File: config.mk
export PLATFORM = sky130hd
export DESIGN_NAME = fpu_issue_sched
export DESIGN_NICKNAME = d
export VERILOG_FILES = /design/src/rtl/fis_pkg.sv /design/src/rtl/fis_rep_ctr.sv /design/src/rtl/fis_wb_sched.sv /design/src/rtl/fpu_issue_sched.sv
export SDC_FILE = /design/constraint.sdc
export NUM_CORES = 1
export LEC_CHECK = 0
export ABC_AREA = 0
export CAP_MARGIN = 15
export CORE_ASPECT_RATIO = 0.8
export CORE_MARGIN = 4
export CORE_UTILIZATION = 50
export DETAILED_ROUTE_END_ITERATION = 6
export HOLD_SLACK_MARGIN = 0.15
export PLACE_DENSITY = 0.67
export SYNTH_ARGS = -nofsm -noshare
export SYNTH_HDL_FRONTEND = slang
export SYNTH_SLANG_ARGS = --single-unit
File: constraint.sdc
create_clock -name clk -period 7.28 [get_ports clk]
set_input_delay 0.728 -clock clk [delete_from_list [all_inputs] [get_ports clk]]
set_output_delay 0.728 -clock clk [all_outputs]
set_load 0.01 [all_outputs]
File: src/rtl/fis_pkg.sv
package fis_pkg;

    typedef enum logic [1:0] {
        OP_MUL_S  = 2'd0,
        OP_MUL_D  = 2'd1,
        OP_SQRT_D = 2'd2,
        OP_ADD_D  = 2'd3
    } fp_op_e;

    localparam int NUM_OPS = 4;
    localparam int LAT_MAX = 32;
    localparam int REP_MAX = 29;
    localparam int REP_W   = $clog2(REP_MAX + 1);
    localparam int REG_W   = 5;

    typedef struct packed {
        logic             v;
        logic [REG_W-1:0] dst;
    } wb_slot_t;

    function automatic int op_latency(fp_op_e op);
        case (op)
            OP_MUL_S:  return 4;
            OP_MUL_D:  return 5;
            OP_SQRT_D: return 32;
            default:   return 3;
        endcase
    endfunction

    function automatic int op_repeat(fp_op_e op);
        case (op)
            OP_MUL_D:  return 2;
            OP_SQRT_D: return 29;
            default:   return 1;
        endcase
    endfunction

endpackage

File: src/rtl/fis_rep_ctr.sv
module fis_rep_ctr #(
    parameter int W = 5
) (
    input  logic         clk,
    input  logic         rst,
    input  logic         flush,
    input  logic         load,
    input  logic [W-1:0] reload,
    output logic         idle
);
    logic [W-1:0] cnt;

    always_ff @(posedge clk) begin
        if (rst || flush)    cnt <= '0;
        else if (load)       cnt <= reload;
        else if (cnt != '0)  cnt <= cnt - 1'b1;
    end

    assign idle = (cnt == '0);

    AST_REP_GAP: assert property (@(posedge clk) disable iff (rst) load |-> idle);
    AST_REP_FLUSH: assert property (@(posedge clk) disable iff (rst) flush |=> idle);

endmodule

File: src/rtl/fis_wb_sched.sv
module fis_wb_sched
    import fis_pkg::*;
#(
    parameter  int DEPTH = LAT_MAX,
    localparam int LW    = $clog2(DEPTH + 1)
) (
    input  logic             clk,
    input  logic             rst,
    input  logic             flush,
    input  logic             issue,
    input  logic [LW-1:0]    lat,
    input  logic [REG_W-1:0] dst,
    input  logic [REG_W-1:0] src_a,
    input  logic [REG_W-1:0] src_b,
    output logic             slot_busy,
    output logic             raw_hit,
    output logic             res_valid,
    output logic [REG_W-1:0] res_dst
);
    wb_slot_t slots [DEPTH];

    always_comb begin
        slot_busy = 1'b0;
        raw_hit   = 1'b0;
        for (int i = 0; i < DEPTH; i++) begin
            if (slots[i].v && i == int'(lat)) slot_busy = 1'b1;
            if (slots[i].v && (slots[i].dst == src_a || slots[i].dst == src_b)) raw_hit = 1'b1;
        end
    end

    always_ff @(posedge clk) begin
        for (int i = 0; i < DEPTH; i++) begin
            if (rst || flush) begin
                slots[i] <= '0;
            end else begin
                slots[i] <= (i + 1 < DEPTH) ? slots[(i + 1) % DEPTH] : '0;
                if (issue && i == int'(lat) - 1) slots[i] <= '{v: 1'b1, dst: dst};
            end
        end
    end

    assign res_valid = slots[0].v;
    assign res_dst   = slots[0].dst;

    // checker state: where the last issue should have landed
    logic             issue_q;
    logic [LW-1:0]    lat_q;
    logic [REG_W-1:0] dst_q;
    wb_slot_t         land;

    always_ff @(posedge clk) begin
        if (rst) begin
            issue_q <= 1'b0;
            lat_q   <= '0;
            dst_q   <= '0;
        end else begin
            issue_q <= issue;
            lat_q   <= lat;
            dst_q   <= dst;
        end
    end

    always_comb begin
        land = '0;
        for (int i = 0; i < DEPTH; i++)
            if (i == int'(lat_q) - 1) land = slots[i];
    end

    AST_WB_LAND: assert property (@(posedge clk) disable iff (rst) issue_q |-> (land.v && land.dst == dst_q));
    AST_ONE_WB: assert property (@(posedge clk) disable iff (rst) issue |-> !slot_busy);
    AST_NO_RAW: assert property (@(posedge clk) disable iff (rst) issue |-> !raw_hit);
    AST_FLUSH_CLR: assert property (@(posedge clk) disable iff (rst) flush |=> !res_valid && !raw_hit);

endmodule

File: src/rtl/fpu_issue_sched.sv
module fpu_issue_sched
    import fis_pkg::*;
#(
    parameter  int DEPTH = LAT_MAX,
    localparam int LW    = $clog2(DEPTH + 1)
) (
    input  logic             clk,
    input  logic             rst,
    input  logic             flush,
    input  logic             im_valid,
    output logic             im_ready,
    output logic             im_issue,
    input  logic             fp_valid,
    input  logic             fp_first,
    input  logic [1:0]       fp_op,
    input  logic [REG_W-1:0] fp_dst,
    input  logic [REG_W-1:0] fp_src_a,
    input  logic [REG_W-1:0] fp_src_b,
    output logic             fp_ready,
    output logic             fp_issue,
    output logic             stall,
    output logic             res_valid,
    output logic [REG_W-1:0] res_dst
);
    logic [NUM_OPS-1:0] rep_idle;
    logic               slot_busy;
    logic               raw_hit;
    logic               fp_can;
    logic [LW-1:0]      lat;

    assign lat = LW'(op_latency(fp_op_e'(fp_op)));

    for (genvar g = 0; g < NUM_OPS; g++) begin : g_rep
        fis_rep_ctr #(.W(REP_W)) u_rep (
            .clk    (clk),
            .rst    (rst),
            .flush  (flush),
            .load   (fp_issue && fp_op == 2'(g)),
            .reload (REP_W'(op_repeat(fp_op_e'(g)) - 1)),
            .idle   (rep_idle[g])
        );
    end

    fis_wb_sched #(.DEPTH(DEPTH)) u_wb (
        .clk       (clk),
        .rst       (rst),
        .flush     (flush),
        .issue     (fp_issue),
        .lat       (lat),
        .dst       (fp_dst),
        .src_a     (fp_src_a),
        .src_b     (fp_src_b),
        .slot_busy (slot_busy),
        .raw_hit   (raw_hit),
        .res_valid (res_valid),
        .res_dst   (res_dst)
    );

    assign fp_can   = rep_idle[fp_op] && !raw_hit && !slot_busy;
    assign fp_ready = !flush && fp_can;
    assign fp_issue = fp_valid && fp_ready;
    assign im_ready = !flush && (!(fp_valid && fp_first) || fp_can);
    assign im_issue = im_valid && im_ready;
    assign stall    = (fp_valid && !fp_issue) || (im_valid && !im_issue);

    AST_ORDER: assert property (@(posedge clk) disable iff (rst) (fp_valid && fp_first && !fp_issue) |-> !im_issue);
    AST_FLUSH_QUIET: assert property (@(posedge clk) disable iff (rst) flush |-> !(fp_issue || im_issue));
    AST_STALL: assert property (@(posedge clk) disable iff (rst) (im_issue && (fp_issue || !fp_valid)) |-> !stall);

endmodule

# == After elaboration in Yosys (flattened, before gate mapping) ==
# Memories as Yosys holds them, arrays and structs flattened.
# Index checks and enable logic that the tools add are counted.
# totals
register_bits,20
ramBits,192
input_bits,23
output_inout_bits,11
wordCells,607
mem_count,1
# op_classes
add_sub_neg,5
order_cmp,1
eq_ne,129
n_mux,234
bitwise_logic,64
reduce_logical,167
# memory_table
memory,words,width,read_ports,rd_clocked_by_memory_dff,write_ports,line_no,text
u_wb.slots,32,6,32,0,32,fis_wb_sched.sv:20,wb_slot_t slots [DEPTH];
# op_table
op,count
$eq A6 B32 Y1 const A,16
$mux W6,64
$eq A5 B5 Y1,64
$eq A5 B32 Y1 const A,8
$mux W1,166
$eq A4 B32 Y1 const A,4
$logic_and A1 B1 Y1,109
$eq A6 B6 Y1 const A,16
$eq A3 B32 Y1 const A,2
$or A1 B1 Y1,64
$eq A5 B6 Y1 const A,8
$logic_or A1 B1 Y1,35
$eq A2 B32 Y1 const A,1
$logic_not A32 Y1,1
$eq A4 B6 Y1 const A,4
$logic_not A5 Y1,4
$reduce_bool A5 Y1,4
$sub A5 B1 Y5 const B,4
$pmux W6 S3,1
$eq A3 B6 Y1 const A,2
$mux W5,2
$reduce_or A2 Y1,4
$sub A6 B1 Y7 const B,1
$eq A2 B6 Y1 const A,1
8 further kinds,15

# == Depth between registers and ports, before layout ==
# Gate-level depths: netlist (run 1).
# An unclocked memory read counts as a cell.
# logic_depth
ltp_word,46
depth_mapped,13
mapped_depth_nobuf,10

# == Hierarchy ==
# From an unflattened synthesis (run 1), not the netlist that was laid out.
# unflattened
hier_cells,1468
hier_area_um2,12310.6
# modules_own_cells
mod,n_inst,cells_each,area_per_inst_um2,seq_area_each_um2
fis_wb_sched,1,1309,10869.2,3843.7
fis_rep_ctr,4,34,324.1,100.1
fpu_issue_sched,1,23,145.1,0.0

# == Least setup slack after synthesis (run 1) ==
# OpenSTA, ideal clock, no wires.
# synth_timing
path_kind,input to output
from,input fp_op[1]
to,output im_issue
arrival_ns,3.109
required_time_ns,6.552
path_slack_ns,3.443
cell_stages,11
n_path_buf,2
path_cell_list,inv_1 > ha_1 > buf_2 > a221o_1 > o21ai_0 > nand4_1 > or4_4 > nor2_4 > buf_4 > nand2_4 > a311oi_1
# synth_between
elab_chain_len,41
word_cells_on_any_way,108
cone_classes,eq/ne (33); mux (35); reduce/logical (40)
# synth_rtl
element,line_no,text
"start, declared",fpu_issue_sched.sv:15,"input logic [1:0] fp_op,"
"$eq A2 B2 Y1, or another cell as far along",fis_pkg.sv:22,case (op)
$pmux W6 S3,fis_pkg.sv:22,
$logic_not A6 Y1,fis_wb_sched.sv:26,if (slots[i].v && i == int'(lat)) slot_busy = 1'b1;
$logic_and A1 B1 Y1,fis_wb_sched.sv:26,
$mux W1 (32 in a row),fis_wb_sched.sv:26,
$logic_not A1 Y1,fpu_issue_sched.sv:59,assign fp_can = rep_idle[fp_op] && !raw_hit && !slot_busy;
$logic_and A1 B1 Y1 *,fpu_issue_sched.sv:59,
$logic_or A1 B1 Y1 *,fpu_issue_sched.sv:62,assign im_ready = !flush && (!(fp_valid && fp_first) || fp_can);
$logic_and A1 B1 Y1 *,fpu_issue_sched.sv:62,
$logic_and A1 B1 Y1 *,fpu_issue_sched.sv:63,assign im_issue = im_valid && im_ready;
"end, declared",fpu_issue_sched.sv:12,"output logic im_issue,"
# Mark *: on every way between the ends. The rest lies on a longest branch, timed or not. The select of a mux whose other input is x is not followed.

# == Final worst setup path (run 1) ==
# layout_timing
from,input fp_op[1]
to,output fp_issue
# layout_between
elab_chain_len,40
word_cells_on_any_way,107
cone_classes,eq/ne (33); mux (35); reduce/logical (39)
# layout_rtl
element,line_no,text
"$eq A2 B2 Y1, or another cell as far along",fis_pkg.sv:22,
$pmux W6 S3,fis_pkg.sv:22,
$logic_not A6 Y1,fis_wb_sched.sv:26,
$logic_and A1 B1 Y1,fis_wb_sched.sv:26,
$mux W1 (32 in a row),fis_wb_sched.sv:26,
$logic_not A1 Y1,fpu_issue_sched.sv:59,
$logic_and A1 B1 Y1 *,fpu_issue_sched.sv:59,
$logic_and A1 B1 Y1 *,fpu_issue_sched.sv:60,assign fp_ready = !flush && fp_can;
$logic_and A1 B1 Y1 *,fpu_issue_sched.sv:61,assign fp_issue = fp_valid && fp_ready;
"end, declared",fpu_issue_sched.sv:20,"output logic fp_issue,"
# Marked as above.

==> results of run 1 <==
[metrics by stage]
step / total power (W) / instances / area (sq um) / setup WS [ps]
floorplan: 0.00177 / 1259 / 11900 / 3440
global route: 0.00323 / 1568 / 12800 / 1700
global placement: 0.00188 / 1531 / 12000 / 1970
finish: 0.00310 / 1568 / 12800 / 1770
detailed placement: 0.00189 / 1531 / 12000 / 1830
CTS: 0.00311 / 1568 / 12800 / 1810
[final cells by class]
type / count / area [sq um] / share of cell area [%]
multi-input cells: 932 / 6890 / 53.8
flip-flops and latches: 212 / 4240 / 33.1
clock buffers: 29 / 627 / 4.90
repair buffers: 48 / 393 / 3.07
well taps: 312 / 390 / 3.05
clock inverters: 8 / 155 / 1.21
inverters: 27 / 101 / 0.791
[report_power, final]
part | total (W) | switching [W] | internal, W
Combinational | 0.000650 | 0.000419 | 0.000232
Sequential | 0.00122 | 0.0000294 | 0.00120
Clock | 0.00123 | 0.000479 | 0.000747
[layer usage]
metal,share of wire (%),up-vias,track usage (%)
li1,-,4147,-
met3,9.0,71,5.57
met4,2.4,0,6.76
met5,0,-,0
met1,46,4272,35.5
met2,42,377,36.8
[worst max-delay path by stage]
stage | cells past startpoint | slack, ps | end | from
after detailed placement | 11 | 1830 | fp_issue | fp_op[1]
after global routing | 12 | 1700 | im_issue | fp_src_a[2]
after floorplan | 11 | 3440 | im_issue | fp_op[1]
after CTS | 11 | 1810 | fp_issue | fp_op[1]
after global placement | 11 | 1970 | fp_issue | fp_op[1]
final | 11 | 1770 | fp_issue | fp_op[1]
[logic make-up after synthesis]
logic type	synth area share, %
xor+xnor	24.4
fa+ha+maj	1.26
compound gates	2.40
mux	9.97
buf+inv	6.40
flops	35.7
simple gates	19.8
[worst max-delay path: stages]
cell and delay (ps):
sky130_fd_sc_hd__clkdlybuf4s50_1 580, sky130_fd_sc_hd__inv_1 130, sky130_fd_sc_hd__ha_1 360, sky130_fd_sc_hd__a221o_1 400
sky130_fd_sc_hd__o21ai_0 320, sky130_fd_sc_hd__nand4_1 150, sky130_fd_sc_hd__or4_4 550, sky130_fd_sc_hd__nor2_4 450
sky130_fd_sc_hd__buf_4 350, sky130_fd_sc_hd__and3_1 200, sky130_fd_sc_hd__clkdlybuf4s50_1 540
[flip-flops by register name, summed over array words and instances, names as in the netlist]
signal	cells
u_wb.slots	192
g_rep.u_rep.cnt	20
[synthesized netlist by cell type (all sizes together), types with 2 or more instances]
| cell type | count |
|---|---|
| nor4 | 45 |
| clkbuf | 33 |
| or4 | 2 |
| nor2 | 23 |
| and2 | 55 |
| ha | 12 |
| a311oi | 3 |
| inv | 22 |
| clkinv | 5 |
| or3 | 2 |
| mux2i | 115 |
| nand2 | 149 |
| nand3 | 69 |
| a21oi | 19 |
| nor3 | 29 |
| buf | 55 |
| a31oi | 3 |
| and3 | 10 |
| xor2 | 217 |
| a211oi | 2 |
| nand4 | 26 |
| o22ai | 2 |
| nor2b | 4 |
| xnor2 | 114 |
| o21ai | 15 |
| dfxtp | 212 |
| and4 | 6 |
==> impl_metrics.tcl, run 1 <==
set metrics [dict create \
    criticalPathCategory "in2out" \
    max_clock_freq_ghz 0.182 \
    start_util_pct 50.8 \
    max_cap_viol_count 0 \
    synth-seq-area-share_pct 35.7 \
    layout_commonest_cell "sky130_fd_sc_hd__xor2_1" \
    grt.total_usage_pct 24.5 \
    hold_ws_ps 447 \
    cts.repair_timing.setup_buffer_count 0 \
    synth_area_sq_mm 0.0119 \
    finalSetupTns_ps 0 \
    worst_ep_arrival_time_ps 4780 \
    finalWorstPathRequiredPeriod_ps 5510 \
    grt_overflow 0 \
    clkSlewWorstSetupHoldPaths_ps 70 \
    finish.net_count 1278 \
    antennaDiodeCount 0 \
    asyncSetResetFlopFracSynth_pct 0 \
    max-slew-margin-rel_pct 24.0 \
    ir_worst_vdd_v 0.000181 \
    dieHeight_um 146 \
    r2r-start "u_wb.slots[0][11]$_SDFF_PP1_" \
    worst_pin_slew_ps 1140 \
    mostFrequentLayoutCells "sky130_fd_sc_hd__xor2_1 (217), sky130_fd_sc_hd__dfxtp_1 (212), sky130_fd_sc_hd__nand2_1 (146)" \
    hpwlAfterDp_um 22000 \
    detail_route.vias_per_cell 5.65 \
    synth.net_count 1294 \
    detail_route.wirelength_um 33000 \
    cts_root_buf "sky130_fd_sc_hd__clkbuf_16" \
    clk_buf_depth 3 \
    drive_above_1_share_pct 7.01 \
    placementRows 50 \
    netlist.top_cell.by_area "sky130_fd_sc_hd__dfxtp_1" \
    power.density_cell_area_mw_per_mm2 242 \
    grt_first_pass_wirelength_um 51500 \
    cts_tree "yes" \
    final_core_utilization_pct 54.7 \
    tritoncts_num_sinks 212 \
    worst_path_maximum_fanout 12 \
    number_of_global_route_vias_before_repair 8738 \
    timing.rr.end "g_rep[3].u_rep.cnt[4]$_SDFFE_PP0P_" \
    syn_area_per_cell_sq_um 9.44 \
    min_delay_worst_endpoint "u_wb.slots[0][65]$_SDFF_PP1_" \
    critical_path_required_ps 6550 \
    reg2reg_slack_ps 3590 \
    design.core.area_sq_mm 0.0234 \
    hold_start "u_wb.slots[0][71]$_SDFF_PP1_" \
    detailedRoute.firstPassIterationCount 6 \
    holdBufCountCts 0 \
    syn2layout_area_growth_pct 7.76 \
    finalWeightedCongestion 0.892 \
    cts_repair_resize_count 0 \
    final_worst_path_cycle_share_pct 75.7 \
    synth_enable_flop_cells 0 \
    fin_skew_ps 17.4 \
    filler_cell_count 2118 \
    status "completed" \
    post_route_drc_violation_count 0 \
    i_o_pins 34 \
    power_leakage_nw 5.65 \
    finalMaxSlewViolations 0 \
    r2r.worst_path.cells 8 \
    antenna_left 0 \
    clock_latency_late_sink_ps 520 \
    synth.area.top_cells "sky130_fd_sc_hd__dfxtp_1 (36%), sky130_fd_sc_hd__xor2_1 (16%), sky130_fd_sc_hd__mux2i_1 (9.7%)" \
    port-buffer-count 33 \
    syn_inst 1259 \
    whs_path_depth 2 \
    worst_setup_path_start_kind "input port" \
    number_of_register_bits_inferred_by_synthesis 212 \
    final-hold-violation-count 0 \
    antenna_found_initial 1 \
    netlist.area_leader.share_pct 35.7 \
    num_vias 8867 \
    timing.final.setup_violations 0 \
    cts-htree-levels 1 \
    postSynth.topFlopCell "sky130_fd_sc_hd__dfxtp_1" \
    number_of_buffers_inserted_during_clock_tree_synthesis 22 \
    hold_path.class "reg2reg" \
    routed_wire_length_per_instance_um 21.1 \
    number_of_warning_messages_in_the_yosys_log 0 \
    detailedRoute.firstIterationViolations 864 \
    grt_setup_unrepaired "false" \
    critical_path.endpoint_type "output port" \
    die-area_sq_mm 0.0263 \
    die_wd_um 180 \
    largest_net_degree_at_the_start_of_global_routing 113 \
    synthDistinctLibCells 50 \
]
Power figures use the tool's default switching activity.
==> run 2, diff against run 1 <==
==> constraint.sdc (replaced) <==
create_clock -name clk -period 5.6 [get_ports clk]
set_input_delay 0.56 -clock clk [delete_from_list [all_inputs] [get_ports clk]]
set_output_delay 0.56 -clock clk [all_outputs]
set_load 0.01 [all_outputs]
==> impl_metrics.tcl, run 2 (synthesized netlist as in run 1, its figures left out) <==
set metrics [dict create \
    finalWeightedCongestion 0.925 \
    worst_setup_path_start_kind "input port" \
    hold_start "u_wb.slots[1][5]$_DFF_P_" \
    antenna_left 0 \
    r2r-start "u_wb.slots[0][25]$_DFF_P_" \
    worst_path_dominant_cell_family "buffers and inverters" \
    timing.rr.end "g_rep[3].u_rep.cnt[4]$_SDFFE_PP0P_" \
    detail_route.vias_per_cell 5.59 \
    register_area_sq_mm 0.00424 \
    global_route.usage.met2_pct 37.3 \
    number_of_global_route_vias_before_repair 8796 \
    grt_setup_unrepaired "false" \
    worst-path-buf-inv 4 \
    routed_wire_length_per_instance_um 21.1 \
    final-hold-violation-count 0 \
    die-area_sq_mm 0.0263 \
    finalWorstPathRequiredPeriod_ps 4610 \
    post_route_drc_violation_count 0 \
    largest_register "u_wb.slots" \
    filler_cell_count 2098 \
    detail_route.wirelength_um 33400 \
    fin_skew_ps 26.3 \
    cp_slowest_stage_delay_ps 600 \
    port-buffer-count 33 \
    max_clock_freq_ghz 0.217 \
    grt.total_usage_pct 24.7 \
    status "completed" \
    max_cap_viol_count 0 \
    ir_worst_vdd_v 0.000288 \
    holdBufCountCts 0 \
    finalSetupTns_ps 0 \
    start_util_pct 50.8 \
    antennaDiodeCount 0 \
    crit_slowest_cell "sky130_fd_sc_hd__clkdlybuf4s50_1" \
    reg.largest.list "u_wb.slots x192, g_rep.u_rep.cnt x20" \
    grt_overflow 0 \
    min_delay_worst_endpoint "u_wb.slots[0][95]$_SDFF_PP1_" \
    syn2layout_area_growth_pct 8.11 \
    r2r.worst_path.cells 9 \
    critical_path_required_ps 5040 \
    dieHeight_um 146 \
    cts_root_buf "sky130_fd_sc_hd__clkbuf_16" \
    clkSlewWorstSetupHoldPaths_ps 60 \
    finish.net_count 1291 \
    hold_path.class "reg2reg" \
    multiInputGateArea_sq_mm 0.00689 \
    tritoncts_num_sinks 212 \
    i_o_pins 34 \
    whs_path_depth 2 \
    largest_reg_flops 192 \
    drive_above_1_share_pct 7.80 \
    critical_path.most_common_cell "sky130_fd_sc_hd__clkdlybuf4s50_1" \
    detailedRoute.firstPassIterationCount 5 \
    number_of_buffers_inserted_during_clock_tree_synthesis 23 \
    clk_buf_depth 3 \
    timing.final.setup_violations 0 \
    antenna_found_initial 2 \
    cts.repair_timing.setup_buffer_count 0 \
    layout_commonest_cell "sky130_fd_sc_hd__xor2_1" \
    grt.met3_usage_pct 4.95 \
    fin_area_sq_mm 0.0128 \
    criticalPathCategory "in2out" \
    placementRows 50 \
    final_worst_path_cycle_share_pct 82.3 \
    worst_path_maximum_fanout 8 \
    num_vias 8849 \
    worst_pin_slew_ps 1010 \
    finalMaxSlewViolations 0 \
    post_dp_cell_area_sq_mm 0.0121 \
    cts_repair_resize_count 0 \
    reg2reg_slack_ps 2020 \
    mostFrequentLayoutCells "sky130_fd_sc_hd__xor2_1 (217), sky130_fd_sc_hd__dfxtp_1 (212), sky130_fd_sc_hd__nand2_1 (146)" \
    met1_demand_to_capacity_share_in_global_routing_pct 36.0 \
    cp_cell_sequence "clkdlybuf4s50_1 > inv_1 > ha_1 > buf_4 > a221o_1 > o21ai_0 > nand4_1 > or4_4 > nor2_4 > nand2_4 > a311oi_1 > clkdlybuf4s50_1" \
    max-slew-margin-rel_pct 32.7 \
    power_leakage_nw 5.69 \
    gr-max-usage-layer "met2" \
    hpwlAfterDp_um 22500 \
    largest_net_degree_at_the_start_of_global_routing 100 \
    cts_tree "yes" \
    clock_latency_late_sink_ps 530 \
    grt_first_pass_wirelength_um 51600 \
    worst_ep_arrival_time_ps 4050 \
    die_wd_um 180 \
    power.density_cell_area_mw_per_mm2 309 \
    cts-htree-levels 1 \
    detailedRoute.firstIterationViolations 743 \
    design.core.area_sq_mm 0.0234 \
    critical_path.endpoint_type "output port" \
]
## run 2: area by class of cell
cell class | instances | share of cell area [%]
Clock buffer | 31 | 4.95
Multi-Input combinational cell | 932 | 53.7
Sequential cell | 212 | 33.0
Tap cell | 312 | 3.04
Clock inverter | 8 | 0.760
Inverter | 27 | 0.789
Timing Repair Buffer | 60 | 3.76
## run 2: through the flow
| stage | worst slack, ps | total power (W) | std cells | utilization [%] | hold WS [ps] |
|---|---|---|---|---|---|
| 3_3_place_gp | 1140 | 0.00246 | 1543 | 51.8 | 426 |
| 2_1_floorplan | 2100 | 0.00230 | 1259 | - | 417 |
| 6_report | 992 | 0.00397 | 1582 | 54.9 | 431 |
| 4_1_cts | 1000 | 0.00398 | 1582 | 54.9 | 430 |
| 5_1_grt | 891 | 0.00411 | 1582 | 54.9 | 456 |
| 3_5_place_dp | 1010 | 0.00248 | 1543 | 51.8 | 428 |
## run 2: worst max path at each step
stage          startpoint  endpoint  slack [ps]  depth (start not counted)
6_report         fp_op[1]  im_issue         990                         12
3_5_place_dp     fp_op[1]  im_issue        1010                         12
5_1_grt          fp_op[1]  im_issue         890                         12
3_3_place_gp     fp_op[1]  im_issue        1140                         12
4_1_cts          fp_op[1]  im_issue        1000                         12
2_1_floorplan    fp_op[1]  im_issue        2100                         11
## run 2: routing by layer
metal | wire, um | share of wire [%] | vias to the layer above
li1 | - | - | 4177
met2 | 14200 | 42 | 321
met5 | 27 | 0.081 | -
met3 | 2560 | 7.7 | 67
met1 | 15800 | 47 | 4280
met4 | 855 | 2.6 | 4
## run 2: power by group
part           switching (W)  leakage, nW  internal, W  total (W)
Sequential         0.0000359         1.71      0.00155    0.00159
Clock               0.000625        0.364     0.000887    0.00151
Combinational       0.000558         3.62     0.000315   0.000873
Total                0.00122         5.69      0.00276    0.00397
## run 2: worst register-to-register path, cell delays in order, from the launching register on
cell and delay [ps]:
sky130_fd_sc_hd__dfxtp_1 340, sky130_fd_sc_hd__xnor2_1 130, sky130_fd_sc_hd__nand3_1 160, sky130_fd_sc_hd__nor3_1 70
sky130_fd_sc_hd__o21ai_0 520, sky130_fd_sc_hd__nand4_1 280, sky130_fd_sc_hd__nor4_4 510, sky130_fd_sc_hd__buf_4 380
sky130_fd_sc_hd__nand4_1 590, sky130_fd_sc_hd__and4_1 480
